**src/rtl/ecr_pkg.sv**
```systemverilog
package ecr_pkg;

  typedef enum logic [1:0] {
    RX_IDLE = 2'd0,
    RX_LEAD = 2'd1,
    RX_BITS = 2'd2
  } rx_state_e;

  function automatic int max_of(input int a, input int b);
    return (a > b) ? a : b;
  endfunction

endpackage

```
**src/rtl/ecr_sync.sv**
```systemverilog
module ecr_sync #(
  parameter int STAGES = 2
) (
  input  logic clk,
  input  logic rst,
  input  logic lvl_in,
  output logic edge_o
);
  logic [STAGES-1:0] chain;
  logic              prev;

  for (genvar g = 0; g < STAGES; g++) begin : g_stage
    if (g == 0) begin : g_first
      always_ff @(posedge clk) begin
        if (rst) chain[0] <= 1'b0;
        else     chain[0] <= lvl_in;
      end
    end else begin : g_next
      always_ff @(posedge clk) begin
        if (rst) chain[g] <= 1'b0;
        else     chain[g] <= chain[g-1];
      end
    end
  end

  always_ff @(posedge clk) begin
    if (rst) prev <= 1'b0;
    else     prev <= chain[STAGES-1];
  end

  assign edge_o = chain[STAGES-1] ^ prev;
endmodule

```
**src/rtl/ecr_keymask.sv**
```systemverilog
module ecr_keymask #(
  parameter int MAX_BITS  = 16,
  parameter int PRE_STEPS = 2
) (
  input  logic                       clk,
  input  logic                       rst,
  input  logic                       load,
  input  logic                       crypt,
  input  logic [$clog2(MAX_BITS):0]  nbits,
  input  logic                       ks_bit,
  output logic                       ks_step,
  output logic [MAX_BITS-1:0]        mask
);
  localparam int IDX_W = $clog2(MAX_BITS);
  localparam int PRE_W = $clog2(PRE_STEPS + 1);

  logic             active;
  logic             phase;
  logic [PRE_W-1:0] pre_left;
  logic [IDX_W:0]   col_left;
  logic [IDX_W-1:0] idx;

  // Each step takes two cycles: pulse, then a gap so the generator
  // output settles before the next sample.
  always_ff @(posedge clk) begin
    if (rst) begin
      active   <= 1'b0;
      phase    <= 1'b0;
      pre_left <= '0;
      col_left <= '0;
      idx      <= '0;
      mask     <= '0;
      ks_step  <= 1'b0;
    end else if (load) begin
      active   <= 1'b1;
      phase    <= 1'b0;
      pre_left <= PRE_W'(PRE_STEPS);
      col_left <= crypt ? nbits : '0;
      idx      <= '0;
      mask     <= '0;
      ks_step  <= 1'b0;
    end else if (active) begin
      if (!phase) begin
        if (pre_left != '0) begin
          pre_left <= pre_left - PRE_W'(1);
          ks_step  <= 1'b1;
          phase    <= 1'b1;
        end else if (col_left != '0) begin
          mask[idx] <= ks_bit;
          idx       <= idx + IDX_W'(1);
          col_left  <= col_left - (IDX_W+1)'(1);
          ks_step   <= 1'b1;
          phase     <= 1'b1;
        end else begin
          active <= 1'b0;
        end
      end else begin
        ks_step <= 1'b0;
        phase   <= 1'b0;
      end
    end
  end
endmodule

```
**src/rtl/ecr_window.sv**
```systemverilog
module ecr_window #(
  parameter int WAIT_TICKS = 490,
  parameter int BIT_TICKS  = 150,
  parameter int EDGE_W     = 6,
  parameter int EDGE_LO    = 20,
  parameter int EDGE_HI    = 60,
  parameter int MAX_BITS   = 16
) (
  input  logic                       clk,
  input  logic                       rst,
  input  logic                       accept,
  input  logic                       tick_en,
  input  logic                       edge_i,
  input  logic [$clog2(MAX_BITS):0]  nbits_in,
  output logic                       busy,
  output logic                       bit_ok,
  output logic                       bit_dec,
  output logic [$clog2(MAX_BITS)-1:0] bit_idx,
  output logic                       bit_last
);
  import ecr_pkg::*;

  localparam int IDX_W  = $clog2(MAX_BITS);
  localparam int TMAX   = max_of(WAIT_TICKS, BIT_TICKS);
  localparam int TCNT_W = $clog2(TMAX);
  localparam logic [TCNT_W-1:0] LEAD_END = TCNT_W'(WAIT_TICKS - 1);
  localparam logic [TCNT_W-1:0] BIT_END  = TCNT_W'(BIT_TICKS - 1);
  localparam logic [EDGE_W-1:0] E_MAX    = '1;
  localparam logic [EDGE_W-1:0] E_LO     = EDGE_W'(EDGE_LO);
  localparam logic [EDGE_W-1:0] E_HI     = EDGE_W'(EDGE_HI);

  rx_state_e         state;
  logic [TCNT_W-1:0] tcnt;
  logic [EDGE_W-1:0] ecnt;
  logic [EDGE_W-1:0] ecnt_next;
  logic [IDX_W-1:0]  idx;
  logic [IDX_W:0]    nb_q;

  always_comb begin
    ecnt_next = ecnt;
    if (edge_i && (ecnt != E_MAX)) ecnt_next = ecnt + EDGE_W'(1);
  end

  assign busy     = (state != RX_IDLE);
  assign bit_ok   = (state == RX_BITS) && tick_en && (tcnt == BIT_END);
  assign bit_dec  = (ecnt_next > E_LO) && (ecnt_next < E_HI);
  assign bit_idx  = idx;
  assign bit_last = bit_ok && (({1'b0, idx} + (IDX_W+1)'(1)) == nb_q);

  always_ff @(posedge clk) begin
    if (rst) begin
      state <= RX_IDLE;
      tcnt  <= '0;
      ecnt  <= '0;
      idx   <= '0;
      nb_q  <= '0;
    end else begin
      case (state)
        RX_IDLE: begin
          if (accept) begin
            state <= RX_LEAD;
            tcnt  <= '0;
            ecnt  <= '0;
            idx   <= '0;
            nb_q  <= nbits_in;
          end
        end
        RX_LEAD: begin
          if (tick_en) begin
            if (tcnt == LEAD_END) begin
              state <= RX_BITS;
              tcnt  <= '0;
              ecnt  <= '0;
            end else begin
              tcnt <= tcnt + TCNT_W'(1);
            end
          end
        end
        RX_BITS: begin
          ecnt <= ecnt_next;
          if (tick_en) begin
            if (tcnt == BIT_END) begin
              tcnt <= '0;
              ecnt <= '0;
              if (bit_last) state <= RX_IDLE;
              else          idx   <= idx + IDX_W'(1);
            end else begin
              tcnt <= tcnt + TCNT_W'(1);
            end
          end
        end
        default: state <= RX_IDLE;
      endcase
    end
  end
endmodule

```
**src/rtl/edge_count_rx.sv**
```systemverilog
module edge_count_rx #(
  parameter int MAX_BITS    = 16,
  parameter int WAIT_TICKS  = 490,
  parameter int BIT_TICKS   = 150,
  parameter int EDGE_W      = 6,
  parameter int EDGE_LO     = 20,
  parameter int EDGE_HI     = 60,
  parameter int SYNC_STAGES = 2,
  parameter int PRE_STEPS   = 2
) (
  input  logic                        clk,
  input  logic                        rst,
  input  logic                        level_in,
  input  logic [$clog2(MAX_BITS):0]   bit_count,
  input  logic                        crypt_en,
  input  logic                        start,
  input  logic                        ks_bit,
  input  logic                        tick_en,
  output logic [MAX_BITS-1:0]         data_out,
  output logic                        ks_step,
  output logic                        done
);
  localparam int IDX_W  = $clog2(MAX_BITS);
  localparam int BCNT_W = IDX_W + 1;
  localparam logic [BCNT_W-1:0] N_MAX = BCNT_W'(MAX_BITS);

  logic                edge_w;
  logic                busy;
  logic                accept;
  logic [BCNT_W-1:0]   nb_eff;
  logic                bit_ok;
  logic                bit_dec;
  logic [IDX_W-1:0]    bit_idx;
  logic                bit_last;
  logic [MAX_BITS-1:0] mask;
  logic [MAX_BITS-1:0] acc;
  logic [MAX_BITS-1:0] acc_next;

  assign accept = start && !busy;

  always_comb begin
    if (bit_count == '0)        nb_eff = BCNT_W'(1);
    else if (bit_count > N_MAX) nb_eff = N_MAX;
    else                        nb_eff = bit_count;
  end

  ecr_sync #(.STAGES(SYNC_STAGES)) u_sync (
    .clk    (clk),
    .rst    (rst),
    .lvl_in (level_in),
    .edge_o (edge_w)
  );

  ecr_window #(
    .WAIT_TICKS (WAIT_TICKS),
    .BIT_TICKS  (BIT_TICKS),
    .EDGE_W     (EDGE_W),
    .EDGE_LO    (EDGE_LO),
    .EDGE_HI    (EDGE_HI),
    .MAX_BITS   (MAX_BITS)
  ) u_win (
    .clk      (clk),
    .rst      (rst),
    .accept   (accept),
    .tick_en  (tick_en),
    .edge_i   (edge_w),
    .nbits_in (nb_eff),
    .busy     (busy),
    .bit_ok   (bit_ok),
    .bit_dec  (bit_dec),
    .bit_idx  (bit_idx),
    .bit_last (bit_last)
  );

  ecr_keymask #(
    .MAX_BITS  (MAX_BITS),
    .PRE_STEPS (PRE_STEPS)
  ) u_key (
    .clk     (clk),
    .rst     (rst),
    .load    (accept),
    .crypt   (crypt_en),
    .nbits   (nb_eff),
    .ks_bit  (ks_bit),
    .ks_step (ks_step),
    .mask    (mask)
  );

  always_comb begin
    acc_next          = acc;
    acc_next[bit_idx] = bit_dec ^ mask[bit_idx];
  end

  always_ff @(posedge clk) begin
    if (rst) begin
      acc      <= '0;
      data_out <= '0;
      done     <= 1'b0;
    end else begin
      done <= 1'b0;
      if (accept) begin
        acc <= '0;
      end else if (bit_ok) begin
        acc <= acc_next;
        if (bit_last) begin
          data_out <= acc_next;
          done     <= 1'b1;
        end
      end
    end
  end
endmodule

```
**config.mk**
```make
export PLATFORM = sky130hd
export DESIGN_NAME = edge_count_rx
export DESIGN_NICKNAME = d
export VERILOG_FILES = /design/src/rtl/ecr_pkg.sv /design/src/rtl/ecr_sync.sv /design/src/rtl/ecr_keymask.sv /design/src/rtl/ecr_window.sv /design/src/rtl/edge_count_rx.sv
export SDC_FILE = /design/constraint.sdc
export NUM_CORES = 1
export LEC_CHECK = 0
export ABC_AREA = 1
export BUFFER_PORTS_ARGS = -buffer_cell sky130_fd_sc_hd__buf_4
export CELL_PAD_IN_SITES_DETAIL_PLACEMENT = 0
export CELL_PAD_IN_SITES_GLOBAL_PLACEMENT = 2
export CORE_AREA = 2 2 148 150
export DETAILED_ROUTE_END_ITERATION = 6
export DIE_AREA = 0 0 150 152
export GPL_TIMING_DRIVEN = 1
export PLACE_DENSITY_LB_ADDON = 0.1
export SLEW_MARGIN = 5
export SYNTH_ARGS = -nofsm -noshare
export SYNTH_HDL_FRONTEND = slang
export SYNTH_SLANG_ARGS = --single-unit
```
**constraint.sdc**
```tcl
create_clock -name clk -period 2.7 [get_ports clk]
set_input_delay 0.27 -clock clk [delete_from_list [all_inputs] [get_ports clk]]
set_output_delay 0.27 -clock clk [all_outputs]
set_load 0.01 [all_outputs]
```
==> qor.yml, run 1 <==
drt_pass1_iterations: 5
synth_area_leader_cell: "dfxtp_1"
fmax_mhz: 416
worstMarginPinSlew_ns: 0.504
path_cells: "ha_1 > inv_1 > nor2_4 > nand2_2 > nand2_4 > nand2_1 > nand2_2 > nand2_1 > clkinv_1 > nand2_2 > nand2_4 > nand3_4 > nand3_1 > nand3_1 > nand2_1 > inv_1"
cp.arrival_ns: 2.65
finalMaxSlewViolations: 0
wire_per_inst_microns: 13.1
critPathTopFamily: "simple AND/OR/NAND/NOR gates"
critPathMaxStageDelay_ns: 0.45
routabilityCongestion: 0.751
io_buffers: 29
nNetsFinal: 802
synth_compound_area_frac: 0.141
netlist_top_cells_area: "dfxtp_1, nand2_1, inv_1"
synth_top_family_by_area: "simple AND/OR/NAND/NOR gates"
powerDensity_nw_per_um2: 611
row_count: 54
drtIter0Drc: 269
cts_resized: 0
regToRegSetupSlack_ns: 0.29
leakage_nw: 2.56
clkLatencyLatePin_ns: 0.35
synth_xor_area_frac: 0.00842
critPathKind: "reg2reg"
initial_utilization: 0.244
synth_nets: 771
core-area_sq_um: 21400
post-route-drc-count: 0
drive_gt1_frac: 0.134
status: "finished, final reports clean"
grt_pass1_vias: 4453
synthFlopType: "dfxtp_1"
fin_util: 0.282
num_io_pins: 30
synth-simple-area-share: 0.351
synth-edff-count: 0
cts_tree: "yes"
synth_top_area_frac: 0.354
fp.dieW_microns: 150
ctsHtreeMaxLevel: 3
yosysWarningCount: 0
diodes: 0
numCtsBuffers: 9
netlist_area_sq_um: 5200
clk_pin_slew_ns: 0.06
ir_drop_v: 0.000293
antenna_found_initial: 0
fin_total_pwr_mw: 3.68
die_h_microns: 152
report.final.setup_viol: 0
vias: 4650
syn_avg_cell_area_sq_um: 7.01
path_max_fanout: 16
clockBufferDepth: 2
postLayoutCellArea_sq_um: 6030
syn-instance-count: 742
start_kind: "flop"
finalCritPeriodShare: 0.891
fin_cells: 1058
grt_max_degree: 37
yosysMostFrequentCell: "nand2_1"
postCtsSetupRepairBufs: 0
dpl_cell_area_sq_um: 5720
overflow: 0
ys_top_cells_by_count: "nand2_1, inv_1, dfxtp_1, nand3_1, a21oi_1"
min_period_ns: 2.41
rsz0062_at_grt: "no"
cap_viol_max_count: 0
viasPerCell: 4.40
slew_headroom: 0.664
hold_viol_final: 0
slowest_stage: "dfxtp_1"
die_area_sq_um: 22800
area_delta_synth_final_pct: 15.9
skew_ns: 0.0118
muxShareOfSynthArea: 0
clockRootBuffer: "clkbuf_16"
cp_num_buf_inv: 3
end_kind: "flop"
grtUsageTotal: 0.130
synth_fa_ha_area_frac: 0.0409
ys_types: 39
ant_nets: 0
synth-seq-cells: 92
grt_pass1_wl_microns: 23500
dpl.cell_count: 1042
clock_sinks: 92
tns_ns: 0
dpl.hpwl_microns: 9910
async_flop_share: 0
wirelength_microns: 13900
ctsHoldBuffers: 0
hold_class: "in2reg"
worstPathRequired_ns: 2.94
seq_area_frac_synth: 0.354
state kept, by name (all words and copies together), names as in the netlist, 2 cells and up:
name and count:
u_win.state 2, u_key.pre_left 2, u_win.ecnt 6, u_sync.chain 2
u_key.mask 16, u_win.tcnt 9, u_key.col_left 5, data_out 16
u_win.nb_q 5, u_win.bit_idx 4, acc 16, u_key.idx 4
power by group:
part,switching (mW),internal [mW]
clock network,0.583,0.746
registers,0.0704,1.44
logic,0.578,0.264
cells by family (layout without fill, tap and decap cells):
logic type | count (synthesis) | in the layout
AND/OR/NAND/NOR | 364 | 364
AO/OA/AOI/OAI | 135 | 135
buffers and inverters | 129 | 165
flip-flops | 92 | 92
adder cells (fa/ha/maj) | 17 | 17
XOR/XNOR | 5 | 5
cells in the final DEF, fill, tap and decap left out, types with 4 or more instances in the layout:
cell type,instances
o21a_1,16
inv_1,101
clkbuf_16,9
nor4_1,4
inv_2,6
buf_4,40
nand2_4,4
nor2_4,5
nand2_1,173
o21ai_0,46
ha_1,17
xor2_1,5
dfxtp_1,92
nand3_4,12
nor2_2,4
nor3_1,10
o21ai_1,4
nor2_1,58
a21oi_1,61
nand4_1,10
nand2_2,11
nand3_1,66
worst register-to-register path: stages (launching register included):
cell and delay (ns):
dfxtp_1 0.45, ha_1 0.25, inv_1 0.08, nor2_4 0.14, nand2_2 0.08, nand2_4 0.08
nand2_1 0.06, nand2_2 0.10, nand2_1 0.06, clkinv_1 0.05, nand2_2 0.05, nand2_4 0.09
nand3_4 0.32, nand3_1 0.26, nand3_1 0.10, nand2_1 0.10, inv_1 0.04
final timing paths:
kind                                      start               to  cells past startpoint
worst max-delay path              u_win.ecnt[0]           acc[3]                     16
worst max register to register    u_win.ecnt[0]           acc[3]                     16
worst min-delay path                   level_in  u_sync.chain[0]                      3
worst min register to register  u_sync.chain[0]  u_sync.chain[1]                      2
layer usage:
layer	track usage	share of wire	up-vias
met5	0	0	-
met4	0.0494	0.015	0
met3	0.0183	0.030	11
met2	0.195	0.43	66
met1	0.186	0.52	2097
li1	-	-	2476
per-stage QoR:
step / hold slack [ns] / setup WS, ns
finish: 0.130 / 0.294
global route: 0.135 / 0.0626
floorplan: 0.377 / 0.576
global placement: 0.392 / 0.337
CTS: 0.111 / 0.291
detailed placement: 0.395 / 0.303
cell type report:
cell class | count | area [sq um]
well taps | 280 | 350
clock inverters | 5 | 61.3
multi-input cells | 521 | 2820
inverters | 109 | 409
flip-flops and latches | 92 | 1840
repair buffers | 40 | 300
fillers | 2399 | 15300
clock buffers | 11 | 243
Power figures use the tool's default switching activity.
==> inputs of run 2 (changes only) <==
--- a/config.mk
+++ b/config.mk
@@ -14,6 +14,7 @@
 export DIE_AREA = 0 0 150 152
 export GPL_TIMING_DRIVEN = 1
 export PLACE_DENSITY_LB_ADDON = 0.1
+export REMOVE_ABC_BUFFERS = 1
 export SLEW_MARGIN = 5
 export SYNTH_ARGS = -nofsm -noshare
 export SYNTH_HDL_FRONTEND = slang
==> qor.yml, run 2 (synthesis gave the netlist of run 1 again) <==
status: "finished, final reports clean"
timing.rr.start: "u_win.ecnt[0]"
hold_start: "level_in"
postCtsSetupRepairBufs: 0  # unchanged
core-area_sq_um: 21400  # unchanged
hold_class: "in2reg"
slew_headroom: 0.679  # +0.0158
viasPerCell: 4.33  # -1.4%
rsz0062_at_grt: "no"
diodes: 0  # unchanged
tns_ns: 0  # unchanged
nNetsFinal: 800  # -0.25%
post-route-drc-count: 0  # unchanged
reg_top3: "acc (16), data_out (16), u_key.mask (16)"
ctsHoldBuffers: 0  # unchanged
min_period_ns: 2.39  # -0.0130 ns
finalCritPeriodShare: 0.886  # -0.00482
grt_max_degree: 37  # unchanged
crit_start: "u_win.ecnt[0]"
worstPathRequired_ns: 2.95  # about the same
fp.dieW_microns: 150  # unchanged
cp.arrival_ns: 2.64  # about the same
critPathKind: "reg2reg"
num_io_pins: 30  # unchanged
finalMaxSlewViolations: 0  # unchanged
fmax_mhz: 418  # +0.54%
wire_per_inst_microns: 13.0  # -0.83%
grtUsageTotal: 0.126  # -0.00401
io_buffers: 29  # unchanged
end_kind: "flop"
routabilityCongestion: 0.744  # -1.1%
drive_gt1_frac: 0.132  # -0.00206
overflow: 0  # unchanged
skew_ns: 0.0113  # -0.000502 ns
wirelength_microns: 13700  # -1.1%
grt_pass1_vias: 4292  # -3.6%
clkLatencyLatePin_ns: 0.35  # about the same
dpl.hpwl_microns: 9760  # -1.6%
row_count: 54  # unchanged
drtIter0Drc: 212  # -21%
leakage_nw: 2.57  # +0.50%
clockRootBuffer: "clkbuf_16"
vias: 4571  # -1.7%
die_area_sq_um: 22800  # unchanged
clk_pin_slew_ns: 0.07  # about the same
report.final.setup_viol: 0  # unchanged
ant_nets: 0  # unchanged
area_delta_synth_final_pct: 16.2
cts_tree: "yes"
cts_resized: 0  # unchanged
ir_drop_v: 0.000317  # +8.3%
fin_total_pwr_mw: 3.77  # +2.3%
drt_pass1_iterations: 5  # unchanged
powerDensity_nw_per_um2: 624  # +2.0%
ctsHtreeMaxLevel: 3  # unchanged
start_kind: "flop"
path_max_fanout: 16  # unchanged
initial_utilization: 0.244  # unchanged
clock_sinks: 92  # unchanged
grt_pass1_wl_microns: 22600  # -3.8%
final_cell_mix: "nand2_1, inv_1, dfxtp_1, nand3_1, a21oi_1"
cap_viol_max_count: 0  # unchanged
worstMarginPinSlew_ns: 0.480  # -0.0236 ns
die_h_microns: 152  # unchanged
hold_viol_final: 0  # unchanged
clockBufferDepth: 2  # unchanged
numCtsBuffers: 9  # unchanged
antenna_found_initial: 0  # unchanged
final_common_cell: "nand2_1"
[run 2: power by group]
group          total (mW)  internal (mW)  switching, mW  leakage [nW]
registers            1.51           1.44         0.0712         0.744
logic               0.838          0.263          0.575          1.67
clock network        1.42          0.856          0.561         0.158
[run 2: through the flow]
stage,setup WS (ns),util,hold slack [ns],area [sq um],cells
6_report,0.307,0.283,0.138,6040,1055
5_1_grt,0.0398,0.283,0.139,6040,1055
4_1_cts,0.287,0.283,0.118,6040,1055
3_5_place_dp,0.300,0.268,0.396,5720,1040
3_3_place_gp,0.352,0.268,0.404,5720,1040
2_1_floorplan,0.103,-,0.339,5070,722
[run 2: worst paths after layout]
kind,depth (start not counted),slack [ns],end
worst min register to register,2,0.41,u_sync.chain[1]
worst max-delay path,16,0.31,acc[2]
worst min-delay path,3,0.14,u_sync.chain[0]
worst max register to register,16,0.31,acc[2]
[run 2: worst max-delay path, stage by stage, from the launching register on]
cell      delay (ns)
dfxtp_1         0.46
ha_1            0.26
inv_1           0.08
nor2_4          0.14
nand2_2         0.08
nand2_4         0.08
nand2_1         0.07
nand2_2         0.09
nand2_1         0.06
clkinv_1        0.05
nand2_2         0.05
nand2_4         0.09
nand3_4         0.32
nand3_1         0.25
nand3_1         0.09
nand2_1         0.08
inv_1           0.03
[run 2: layer usage]
layer  GRT usage  up-vias  wire, microns
met1       0.172     2065           6990
met4      0.0350        0            125
met3      0.0252        6            358
met2       0.199       47           6270
met5           0        -              0
li1            -     2453              -
[run 2: layout make-up]
cell class                 instances  area, sq um
timing repair buffer              38          298
clock inverter                     4         72.6
inverter                         109          409
clock buffer                      11          253
tap                              280          350
multi-input combinational        521         2820
sequential                        92         1840
fill                            2382        15300
